<file path="src/rtl/mcf_pkg.sv">
package mcf_pkg;

    localparam int DATA_W   = 32;
    localparam int CLIENT_W = 7;
    localparam int N_SRC    = 4;

    // internal source index -> status bit position
    localparam int SRC_DEC  = 0;
    localparam int SRC_SEC  = 1;
    localparam int SRC_ARB  = 2;
    localparam int SRC_PAGE = 3;

    // syndrome layout
    localparam int TYPE_LSB = 28;
    localparam int PERM_LSB = 25;
    localparam int SEC_BIT  = 17;
    localparam int WR_BIT   = 16;

    typedef enum logic [2:0] {
        KIND_DECODE = 3'd0,
        KIND_TZONE  = 3'd1,
        KIND_CARVE  = 3'd2,
        KIND_ARB    = 3'd3,
        KIND_PAGE   = 3'd4
    } fault_kind_e;

    localparam logic [2:0] TYPE_NONE   = 3'd0;
    localparam logic [2:0] TYPE_DECODE = 3'd2;
    localparam logic [2:0] TYPE_TZONE  = 3'd3;
    localparam logic [2:0] TYPE_CARVE  = 3'd4;
    localparam logic [2:0] TYPE_PAGE   = 3'd6;

    typedef enum logic [1:0] {
        SEL_STATUS = 2'd0,
        SEL_MASK   = 2'd1,
        SEL_SYND   = 2'd2,
        SEL_ADDR   = 2'd3
    } reg_sel_e;

    typedef struct packed {
        logic [N_SRC-1:0] sts;
        logic [N_SRC-1:0] msk;
    } status_state_t;

    typedef struct packed {
        logic [DATA_W-1:0] syn;
        logic [DATA_W-1:0] adr;
    } capture_state_t;

    function automatic int src_pos(input int idx);
        case (idx)
            SRC_DEC:  return 6;
            SRC_SEC:  return 8;
            SRC_ARB:  return 9;
            default:  return 10;
        endcase
    endfunction

endpackage

</file>
<file path="src/rtl/mcf_classify.sv">
module mcf_classify
    import mcf_pkg::*;
(
    input  logic                evt_valid,
    input  logic [2:0]          evt_kind,
    input  logic [2:0]          evt_perm,
    input  logic                evt_secure,
    input  logic                evt_write,
    input  logic [CLIENT_W-1:0] evt_client,
    output logic [N_SRC-1:0]    src_hit,
    output logic                load_req,
    output logic [DATA_W-1:0]   syn_word
);

    logic [2:0] type_code;
    logic       keep_perm;

    always_comb begin
        src_hit   = '0;
        load_req  = 1'b0;
        type_code = TYPE_NONE;
        keep_perm = 1'b0;
        if (evt_valid) begin
            case (fault_kind_e'(evt_kind))
                KIND_DECODE: begin
                    src_hit[SRC_DEC] = 1'b1;
                    type_code        = TYPE_DECODE;
                    load_req         = 1'b1;
                end
                KIND_TZONE: begin
                    src_hit[SRC_SEC] = 1'b1;
                    type_code        = TYPE_TZONE;
                    load_req         = 1'b1;
                end
                KIND_CARVE: begin
                    src_hit[SRC_SEC] = 1'b1;
                    type_code        = TYPE_CARVE;
                    load_req         = 1'b1;
                end
                KIND_ARB: begin
                    src_hit[SRC_ARB] = 1'b1;
                end
                KIND_PAGE: begin
                    src_hit[SRC_PAGE] = 1'b1;
                    type_code         = TYPE_PAGE;
                    keep_perm         = 1'b1;
                    load_req          = 1'b1;
                end
                default: begin
                    src_hit = '0;
                end
            endcase
        end
    end

    always_comb begin
        syn_word                    = '0;
        syn_word[TYPE_LSB +: 3]     = type_code;
        syn_word[PERM_LSB +: 3]     = keep_perm ? evt_perm : 3'b000;
        syn_word[SEC_BIT]           = evt_secure;
        syn_word[WR_BIT]            = evt_write;
        syn_word[CLIENT_W-1:0]      = evt_client;
    end

endmodule

</file>
<file path="src/rtl/mcf_status.sv">
module mcf_status
    import mcf_pkg::*;
(
    input  logic             clk,
    input  logic             rst_n,
    input  logic [N_SRC-1:0] src_hit,
    input  logic             clr_we,
    input  logic [N_SRC-1:0] clr_bits,
    input  logic             msk_we,
    input  logic [N_SRC-1:0] msk_bits,
    output logic [N_SRC-1:0] sts_q,
    output logic [N_SRC-1:0] msk_q,
    output logic             irq
);

    status_state_t st_d, st_q;

    always_comb begin
        st_d     = st_q;
        if (clr_we) begin
            st_d.sts = st_q.sts & ~clr_bits;
        end
        // a new fault overrides a simultaneous clear
        st_d.sts = st_d.sts | src_hit;
        if (msk_we) begin
            st_d.msk = msk_bits;
        end
    end

    always_ff @(posedge clk or negedge rst_n) begin
        if (!rst_n) begin
            st_q <= '0;
        end else begin
            st_q <= st_d;
        end
    end

    assign sts_q = st_q.sts;
    assign msk_q = st_q.msk;
    assign irq   = |(st_q.sts & st_q.msk);

    AST_STICKY_STATUS: assert property (@(posedge clk) disable iff (!rst_n)
        !clr_we |=> ((sts_q & $past(sts_q)) == $past(sts_q)));

    AST_FAULT_WINS: assert property (@(posedge clk) disable iff (!rst_n)
        (|src_hit) |=> ((sts_q & $past(src_hit)) == $past(src_hit)));

    AST_IRQ_CAUSE: assert property (@(posedge clk) disable iff (!rst_n)
        $rose(irq) |-> $past((|src_hit) || msk_we));

endmodule

</file>
<file path="src/rtl/mcf_capture.sv">
module mcf_capture
    import mcf_pkg::*;
(
    input  logic              clk,
    input  logic              rst_n,
    input  logic              load_req,
    input  logic              hold,
    input  logic [DATA_W-1:0] syn_word,
    input  logic [DATA_W-1:0] evt_addr,
    output logic [DATA_W-1:0] syn_q,
    output logic [DATA_W-1:0] adr_q
);

    capture_state_t cap_d, cap_q;

    always_comb begin
        cap_d = cap_q;
        if (load_req && !hold) begin
            cap_d.syn = syn_word;
            cap_d.adr = evt_addr;
        end
    end

    always_ff @(posedge clk or negedge rst_n) begin
        if (!rst_n) begin
            cap_q <= '0;
        end else begin
            cap_q <= cap_d;
        end
    end

    assign syn_q = cap_q.syn;
    assign adr_q = cap_q.adr;

    AST_HOLD_FIRST: assert property (@(posedge clk) disable iff (!rst_n)
        hold |=> ($stable(syn_q) && $stable(adr_q)));

    AST_TYPE_LEGAL: assert property (@(posedge clk) disable iff (!rst_n)
        (syn_q[TYPE_LSB +: 3] == TYPE_NONE)   || (syn_q[TYPE_LSB +: 3] == TYPE_DECODE) ||
        (syn_q[TYPE_LSB +: 3] == TYPE_TZONE)  || (syn_q[TYPE_LSB +: 3] == TYPE_CARVE)  ||
        (syn_q[TYPE_LSB +: 3] == TYPE_PAGE));

    AST_PERM_PAGE_ONLY: assert property (@(posedge clk) disable iff (!rst_n)
        (syn_q[TYPE_LSB +: 3] != TYPE_PAGE) |-> (syn_q[PERM_LSB +: 3] == 3'b000));

endmodule

</file>
<file path="src/rtl/mcf_fault_log.sv">
module mcf_fault_log
    import mcf_pkg::*;
#(
    parameter int REG_AW = 4
) (
    input  logic                clk,
    input  logic                rst_n,
    input  logic                fault_valid,
    input  logic [2:0]          fault_kind,
    input  logic [2:0]          fault_perm,
    input  logic                fault_secure,
    input  logic                fault_write,
    input  logic [CLIENT_W-1:0] fault_client,
    input  logic [DATA_W-1:0]   fault_addr,
    input  logic [REG_AW-1:0]   reg_addr,
    input  logic                reg_wen,
    input  logic [DATA_W-1:0]   reg_wdata,
    output logic [DATA_W-1:0]   reg_rdata,
    output logic                irq
);

    localparam int SEL_LSB = 2;

    logic [N_SRC-1:0]  src_hit;
    logic              load_req;
    logic [DATA_W-1:0] syn_word;
    logic [N_SRC-1:0]  sts_q, msk_q;
    logic [N_SRC-1:0]  wr_bits;
    logic [DATA_W-1:0] sts_word, msk_word;
    logic [DATA_W-1:0] syn_q, adr_q;
    reg_sel_e          sel;
    logic              clr_we, msk_we;
    logic              unused_inputs;

    assign sel    = reg_sel_e'(reg_addr[SEL_LSB +: 2]);
    assign clr_we = reg_wen && (sel == SEL_STATUS);
    assign msk_we = reg_wen && (sel == SEL_MASK);
    assign unused_inputs = ^{reg_addr, reg_wdata};

    // compress write data and expand stored bits onto their register positions
    always_comb begin
        wr_bits  = '0;
        sts_word = '0;
        msk_word = '0;
        for (int i = 0; i < N_SRC; i++) begin
            wr_bits[i]           = reg_wdata[src_pos(i)];
            sts_word[src_pos(i)] = sts_q[i];
            msk_word[src_pos(i)] = msk_q[i];
        end
    end

    mcf_classify u_classify (
        .evt_valid  (fault_valid),
        .evt_kind   (fault_kind),
        .evt_perm   (fault_perm),
        .evt_secure (fault_secure),
        .evt_write  (fault_write),
        .evt_client (fault_client),
        .src_hit    (src_hit),
        .load_req   (load_req),
        .syn_word   (syn_word)
    );

    mcf_status u_status (
        .clk      (clk),
        .rst_n    (rst_n),
        .src_hit  (src_hit),
        .clr_we   (clr_we),
        .clr_bits (wr_bits),
        .msk_we   (msk_we),
        .msk_bits (wr_bits),
        .sts_q    (sts_q),
        .msk_q    (msk_q),
        .irq      (irq)
    );

    mcf_capture u_capture (
        .clk      (clk),
        .rst_n    (rst_n),
        .load_req (load_req),
        .hold     (irq),
        .syn_word (syn_word),
        .evt_addr (fault_addr),
        .syn_q    (syn_q),
        .adr_q    (adr_q)
    );

    always_comb begin
        case (sel)
            SEL_STATUS: reg_rdata = sts_word;
            SEL_MASK:   reg_rdata = msk_word;
            SEL_SYND:   reg_rdata = syn_q;
            default:    reg_rdata = adr_q;
        endcase
    end

    AST_SRC_ONEHOT: assert property (@(posedge clk) disable iff (!rst_n)
        $onehot0(src_hit));

    AST_CAPTURE_READONLY: assert property (@(posedge clk) disable iff (!rst_n)
        (reg_wen && !fault_valid && ((sel == SEL_SYND) || (sel == SEL_ADDR)))
        |=> ($stable(syn_q) && $stable(adr_q)));

    AST_UNDEF_KIND: assert property (@(posedge clk) disable iff (!rst_n)
        (fault_valid && (fault_kind > 3'd4) && !reg_wen)
        |=> ($stable(sts_q) && $stable(syn_q) && $stable(adr_q)));

endmodule

</file>
<file path="config.mk">
export PLATFORM = sky130hd
export DESIGN_NAME = mcf_fault_log
export DESIGN_NICKNAME = d
export VERILOG_FILES = /design/src/rtl/mcf_pkg.sv /design/src/rtl/mcf_classify.sv /design/src/rtl/mcf_status.sv /design/src/rtl/mcf_capture.sv /design/src/rtl/mcf_fault_log.sv
export SDC_FILE = /design/constraint.sdc
export NUM_CORES = 1
export LEC_CHECK = 0
export ABC_AREA = 1
export ABC_CLOCK_PERIOD_IN_PS = 1150
export BUFFER_PORTS_ARGS = -buffer_cell sky130_fd_sc_hd__buf_2
export CAP_MARGIN = 20
export CORE_MARGIN = 3
export CORE_UTILIZATION = 25
export CTS_CLUSTER_SIZE = 10
export DETAILED_ROUTE_END_ITERATION = 10
export PLACE_DENSITY = 0.44
export SKIP_LAST_GASP = 1
export SYNTH_ARGS = -nofsm -noshare
export SYNTH_HDL_FRONTEND = slang
export SYNTH_HIERARCHICAL = 1
export SYNTH_SLANG_ARGS = --single-unit
export TNS_END_PERCENT = 10
</file>
<file path="constraint.sdc">
create_clock -name clk -period 1.15 [get_ports clk]
set_input_delay 0.345 -clock clk [delete_from_list [all_inputs] [get_ports clk]]
set_output_delay 0.345 -clock clk [all_outputs]
set_load 0.005 [all_outputs]
</file>
==> metrics.yaml, run 1 <==
endpoint_kind: "primary output"
vias: 3768
hold_viol_final: 0
finalWorstSetupSlack_ps: -392
rsz0062_at_grt: "yes"
cts_made_buffers: 9
postPlaceCellArea_um2: 4810
ant_nets: 0
dr_wl_met2_um: 6310
r2r_start: "u_status/msk_q[0]$_DFFE_PN0P_"
finalWirelength_um: 12900
grt_pass1_vias: 3764
path_cells: "nand2_1 -> nand2_1 -> inv_1 -> nand2_2 -> buf_6 -> buf_6"
post-route-cell-area_um2: 5750
finalMaxSlewViolations: 0
placementRows: 45
clockRootBuffer: "clkbuf_16"
clock_sinks: 72
antenna_found_initial: 0
numPortBuffers: 89
p_total_mw: 10.7
top_layer: "met4"
maxCapViolCount: 0
path_max_fanout: 2
peakVddDrop_mv: 0.871
crit_start: "u_status/msk_q[0]$_DFFE_PN0P_"
first_pass_iters: 5
pre_cts_ws_ps: -296
drt_iter0_drc: 283
crit_end: "irq"
gp_congestion: 0.834
io_pins: 120
grt_max_degree: 41
viasPerCell: 4.43
routedWlPerCell_um: 15.2
grt-ovfl-total: 0
die_y_um: 132
drive_gt1_frac: 0.347
finalSetupViolCount: 97
hp-class: "input port to flip-flop"
required_ps: 810
worstSetupPathType: "flip-flop to primary output"
syn_inst: 506
r2r_end: "u_capture/adr_q[0]$_DFFE_PN0P_"
post-route-min-period_ps: 1540
yosys_warnings: 6
grt_pass1_wl_um: 19700
fin_crit_sh: 1.34
drc: 0
critPathLaunchType: "flip-flop"
worst_path_largest_cell_delay_ps: 400
dp.final_hpwl_um: 7780
syn_area_per_cell_um2: 7.80
insertion_delay_ps: 340
core_area_um2: 15300
leakage_nw: 3.10
critPathSlowestCell: "dfrtp_1"
crit_arrival_ps: 1200
grt_use_total: 0.142
clockBufferDepth: 2
synth-seq-cells: 72
initial_core_util: 0.258
fin_nets: 721
die_area_um2: 17300
setup_tns_ps: -28990
cts_tree: "built"
fmax_mhz: 649
clk_pin_slew_worst_paths_ps: 50
regToRegSetupSlack_ps: -370
met3WireLength_um: 615
h-tree-depth: 3
antennaDiodeCount: 0
syn_area_um2: 3950
status: "complete, but fails checks"
worst-r2r-cell-count: 11
p_per_area_nw_per_um2: 1860
syn_to_final_growth_pct: 45.5
chipWidth_um: 132
met1Wirelength_um: 5830
ys_seq_area_frac: 0.456
violations: "negative setup slack"
fin_skew_ps: 5.49
ys_types: 18
## synthesized netlist by cell type
master	number	area, um^2
nand2_2	1	6.26
buf_2	14	70.1
nand3_1	132	661
nand2_4	1	11.3
conb_1	1	3.75
buf_4	28	210
buf_6	12	135
nand4_1	4	25.0
nor3_2	2	20.0
nand2_1	192	721
inv_1	19	71.3
o21ai_0	4	20.0
dfrtp_1	72	1800
clkbuf_8	7	96.3
nor2_2	4	25.0
nor2_1	6	22.5
nor2_4	3	33.8
inv_2	4	15.0
## state kept, by name, summed over array words and instances, names as in the netlist
signal,count
u_status/sts_q,4
u_status/msk_q,4
u_capture/syn_q,32
u_capture/adr_q,32
## what timing repair did
item                                    CTS  global route
buffers inserted                          3             5
resized for setup                        26            32
gates cloned                              5             8
endpoints found under the setup margin   96            97
hold buffers                              1             0
endpoints found under the hold margin    17             0
pin swaps                                15             6
## final cells by class
type | instances | area (um^2)
Fill cell | 1610 | 9570
Tap cell | 211 | 264
Multi-Input combinational cell | 366 | 1750
Clock inverter | 3 | 40.0
Sequential cell | 72 | 1800
Timing Repair Buffer | 162 | 1520
Inverter | 23 | 106
Clock buffer | 13 | 260
## kinds of logic after synthesis
kind of cell           Yosys count  synth area share
buffers and inverters           84             0.151
DFF                             72             0.456
and+or+nand+nor                345             0.386
other                            1          0.000950
AOI/OAI and AO/OA                4           0.00507
## cell usage in the layout (no fill, tap or decap), drive strengths merged, types with 2 or more instances in the layout
master	instances
dfrtp	72
nor3	2
nand4	4
inv	22
clkinv	3
buf	152
nand3	132
nor2	13
clkbuf	21
o21ai	4
conb	17
nand2	194
## power by group
group          total (mW)  switching [mW]  internal, mW
logic                3.65            1.81          1.84
registers            4.17           0.617          3.55
clock network        2.85            1.06          1.79
## metal layers
metal  GRT usage  vias up
met2       0.235      109
met5           0        -
met3      0.0352        8
li1            -     1848
met1       0.181     1803
met4      0.0478        0
## stage by stage
stage                     hold WS [ps]   util  std cells
after floorplan                   49.4      -        522
after global placement             255  0.314        812
after detailed placement           255  0.314        812
after CTS                          221  0.350        837
after global routing               232  0.375        850
final                              239  0.375        850
## worst min path at each step
stage                                            to  depth (start not counted)           start
finish              u_capture/adr_q[15]$_DFFE_PN0P_                          3  fault_addr[15]
global route        u_capture/adr_q[15]$_DFFE_PN0P_                          3  fault_addr[15]
CTS                 u_capture/adr_q[15]$_DFFE_PN0P_                          3  fault_addr[15]
detailed placement  u_capture/adr_q[23]$_DFFE_PN0P_                          1           rst_n
global placement    u_capture/adr_q[23]$_DFFE_PN0P_                          1           rst_n
floorplan            u_capture/adr_q[0]$_DFFE_PN0P_                          0           rst_n
## critical path: cells and delay by family, from the launching register on
kind / cells / cell delay [ps]
buffers and inverters: 3 / 270
DFF: 1 / 400
and+or+nand+nor: 3 / 190
Power figures use the tool's default switching activity.
==> run 2, diff against run 1 <==
ABC_CLOCK_PERIOD_IN_PS = 2000   (was 1150)
CORE_ASPECT_RATIO = 0.8   (was unset)
PLACE_DENSITY = 0.43   (was 0.44)
clock period = 2 ns   (was 1.15 ns; I/O delays follow)
==> metrics.yaml, run 2 (synthesized netlist as in run 1, its figures left out) <==
status: "finished clean"
fin_cells: 798  # -6.1%
grt_pass1_wl_um: 17700  # -10%
fin_nets: 669  # -7.2%
fmax_mhz: 519
postPlaceCellArea_um2: 4450  # -7.6%
syn_to_final_growth_pct: 21.5
drive_gt1_frac: 0.242  # -0.106
finalCoreUtilization: 0.315  # -0.0597
first_pass_iters: 4  # -1
crit_arrival_ps: 1330  # +130 ps
cp_top_family: "buffers and inverters"
grt_pass1_vias: 3410  # -9.4%
finalMaxSlewViolations: 0  # unchanged
finalSetupViolCount: 0  # -100%
grt_max_degree: 73  # +78%
critPathLaunchType: "input port"
worst_path_largest_cell_delay_ps: 170  # -230 ps
chipWidth_um: 147  # +11%
peakVddDrop_mv: 0.435  # -50%
ant_nets: 0  # unchanged
die_area_um2: 17300  # about the same
path_max_fanout: 7  # +5
dp.final_hpwl_um: 7360  # -5.5%
final_cell_mix: "nand2_1, nand3_1, buf_2"
grt_use_total: 0.126  # -0.0156
cp_common_cell: "buf_4"
h-tree-depth: 3  # unchanged
drt_iter0_drc: 166  # -41%
path_cells: "buf_4 -> buf_4 -> nor2_4 -> nand2_1 -> nand4_1 -> buf_2"
die_y_um: 118  # -10%
setup_tns_ps: 0  # +28990 ps
critPathSlowestCell: "buf_4"
endpoint_kind: "primary output"
hp-class: "input port to asynchronous set/reset pin"
p_total_mw: 5.51  # -48%
grt-ovfl-total: 0  # unchanged
dr_wl_met2_um: 4710  # -25%
initial_core_util: 0.260  # +0.00170
met1Wirelength_um: 5170  # -11%
io_pins: 120  # unchanged
p_per_area_nw_per_um2: 1150  # -38%
worstSetupPathType: "input port to primary output"
cts_made_buffers: 9  # unchanged
numPortBuffers: 89  # unchanged
post-route-cell-area_um2: 4800  # -16%
critPathBufInv: 3  # unchanged
hold_viol_final: 0  # unchanged
met3WireLength_um: 613  # -0.33%
vias: 3363  # -11%
drc: 0  # unchanged
post-route-min-period_ps: 1930
antenna_found_initial: 3  # +3
rsz0062_at_grt: "no"
top_layer: "met5"
viasPerCell: 4.21  # -4.9%
cts_tree: "built"
required_ps: 1400  # +590 ps
regToRegSetupSlack_ps: 420  # +790 ps
finalWirelength_um: 10600  # -18%
dp.cells: 780  # -3.9%
clockRootBuffer: "clkbuf_16"
leakage_nw: 2.65  # -14%
clk_pin_slew_worst_paths_ps: 60  # about the same
clockBufferDepth: 2  # unchanged
insertion_delay_ps: 330  # about the same
fin_skew_ps: 6.63  # +1.14 ps
routedWlPerCell_um: 13.3  # -13%
cts_hold_buf: 0  # -1
placementRows: 40  # -11%
gp_congestion: 0.775  # -7.1%
clock_sinks: 72  # unchanged
core_area_um2: 15200  # -0.65%
maxCapViolCount: 0  # unchanged
fin_crit_sh: 0.963
layout_commonest_cell: "nand2_1"
==> run 2: path summary, 6_finish.rpt <==
check	from	to	cells after the start
setup / recovery	reg_addr[3]	reg_rdata[10]	6
hold / removal	rst_n	u_capture/syn_q[4]$_DFFE_PN0P_	2
setup reg to reg	u_status/sts_q[3]$_DFF_PN0_	u_capture/adr_q[22]$_DFFE_PN0P_	9
hold reg to reg	u_capture/adr_q[14]$_DFFE_PN0P_	u_capture/adr_q[14]$_DFFE_PN0P_	2
max in group asynchronous	rst_n	u_capture/syn_q[13]$_DFFE_PN0P_	2
min in group clk	u_capture/adr_q[14]$_DFFE_PN0P_	u_capture/adr_q[14]$_DFFE_PN0P_	2
==> run 2: what timing repair did <==
action | in CTS | in global routing
setup endpoints to repair | 6 | 3
pin swaps | 0 | 1
gates resized for setup | 1 | 1
setup buffers | 0 | 1
==> run 2: stage by stage <==
step	hold slack (ps)	setup slack, ps
3_3_place_gp	455	-12.0
6_report	263	73.4
5_1_grt	303	0.732
2_1_floorplan	304	291
4_1_cts	290	30.7
3_5_place_dp	459	-7.95
==> run 2: layer usage <==
layer / GRT usage / up-vias
met3: 0.0376 / 14
met5: 0 / -
met1: 0.169 / 1527
met4: 0.0300 / 4
li1: - / 1729
met2: 0.202 / 89
==> run 2: layout make-up <==
class / instances / area, um^2
Antenna cell: 1 / 2.50
Clock buffer: 11 / 243
Clock inverter: 5 / 80.1
Fill cell: 1707 / 10400
Inverter: 23 / 86.3
Multi-Input combinational cell: 366 / 1610
Sequential cell: 72 / 1800
Tap cell: 210 / 263
Timing Repair Buffer: 110 / 712
==> run 2: power breakdown <==
group / switching, mW / internal (mW) / leakage (nW)
Sequential: 0.319 / 2.04 / 0.899
Clock: 0.609 / 1.12 / 0.152
Combinational: 0.824 / 0.595 / 1.60
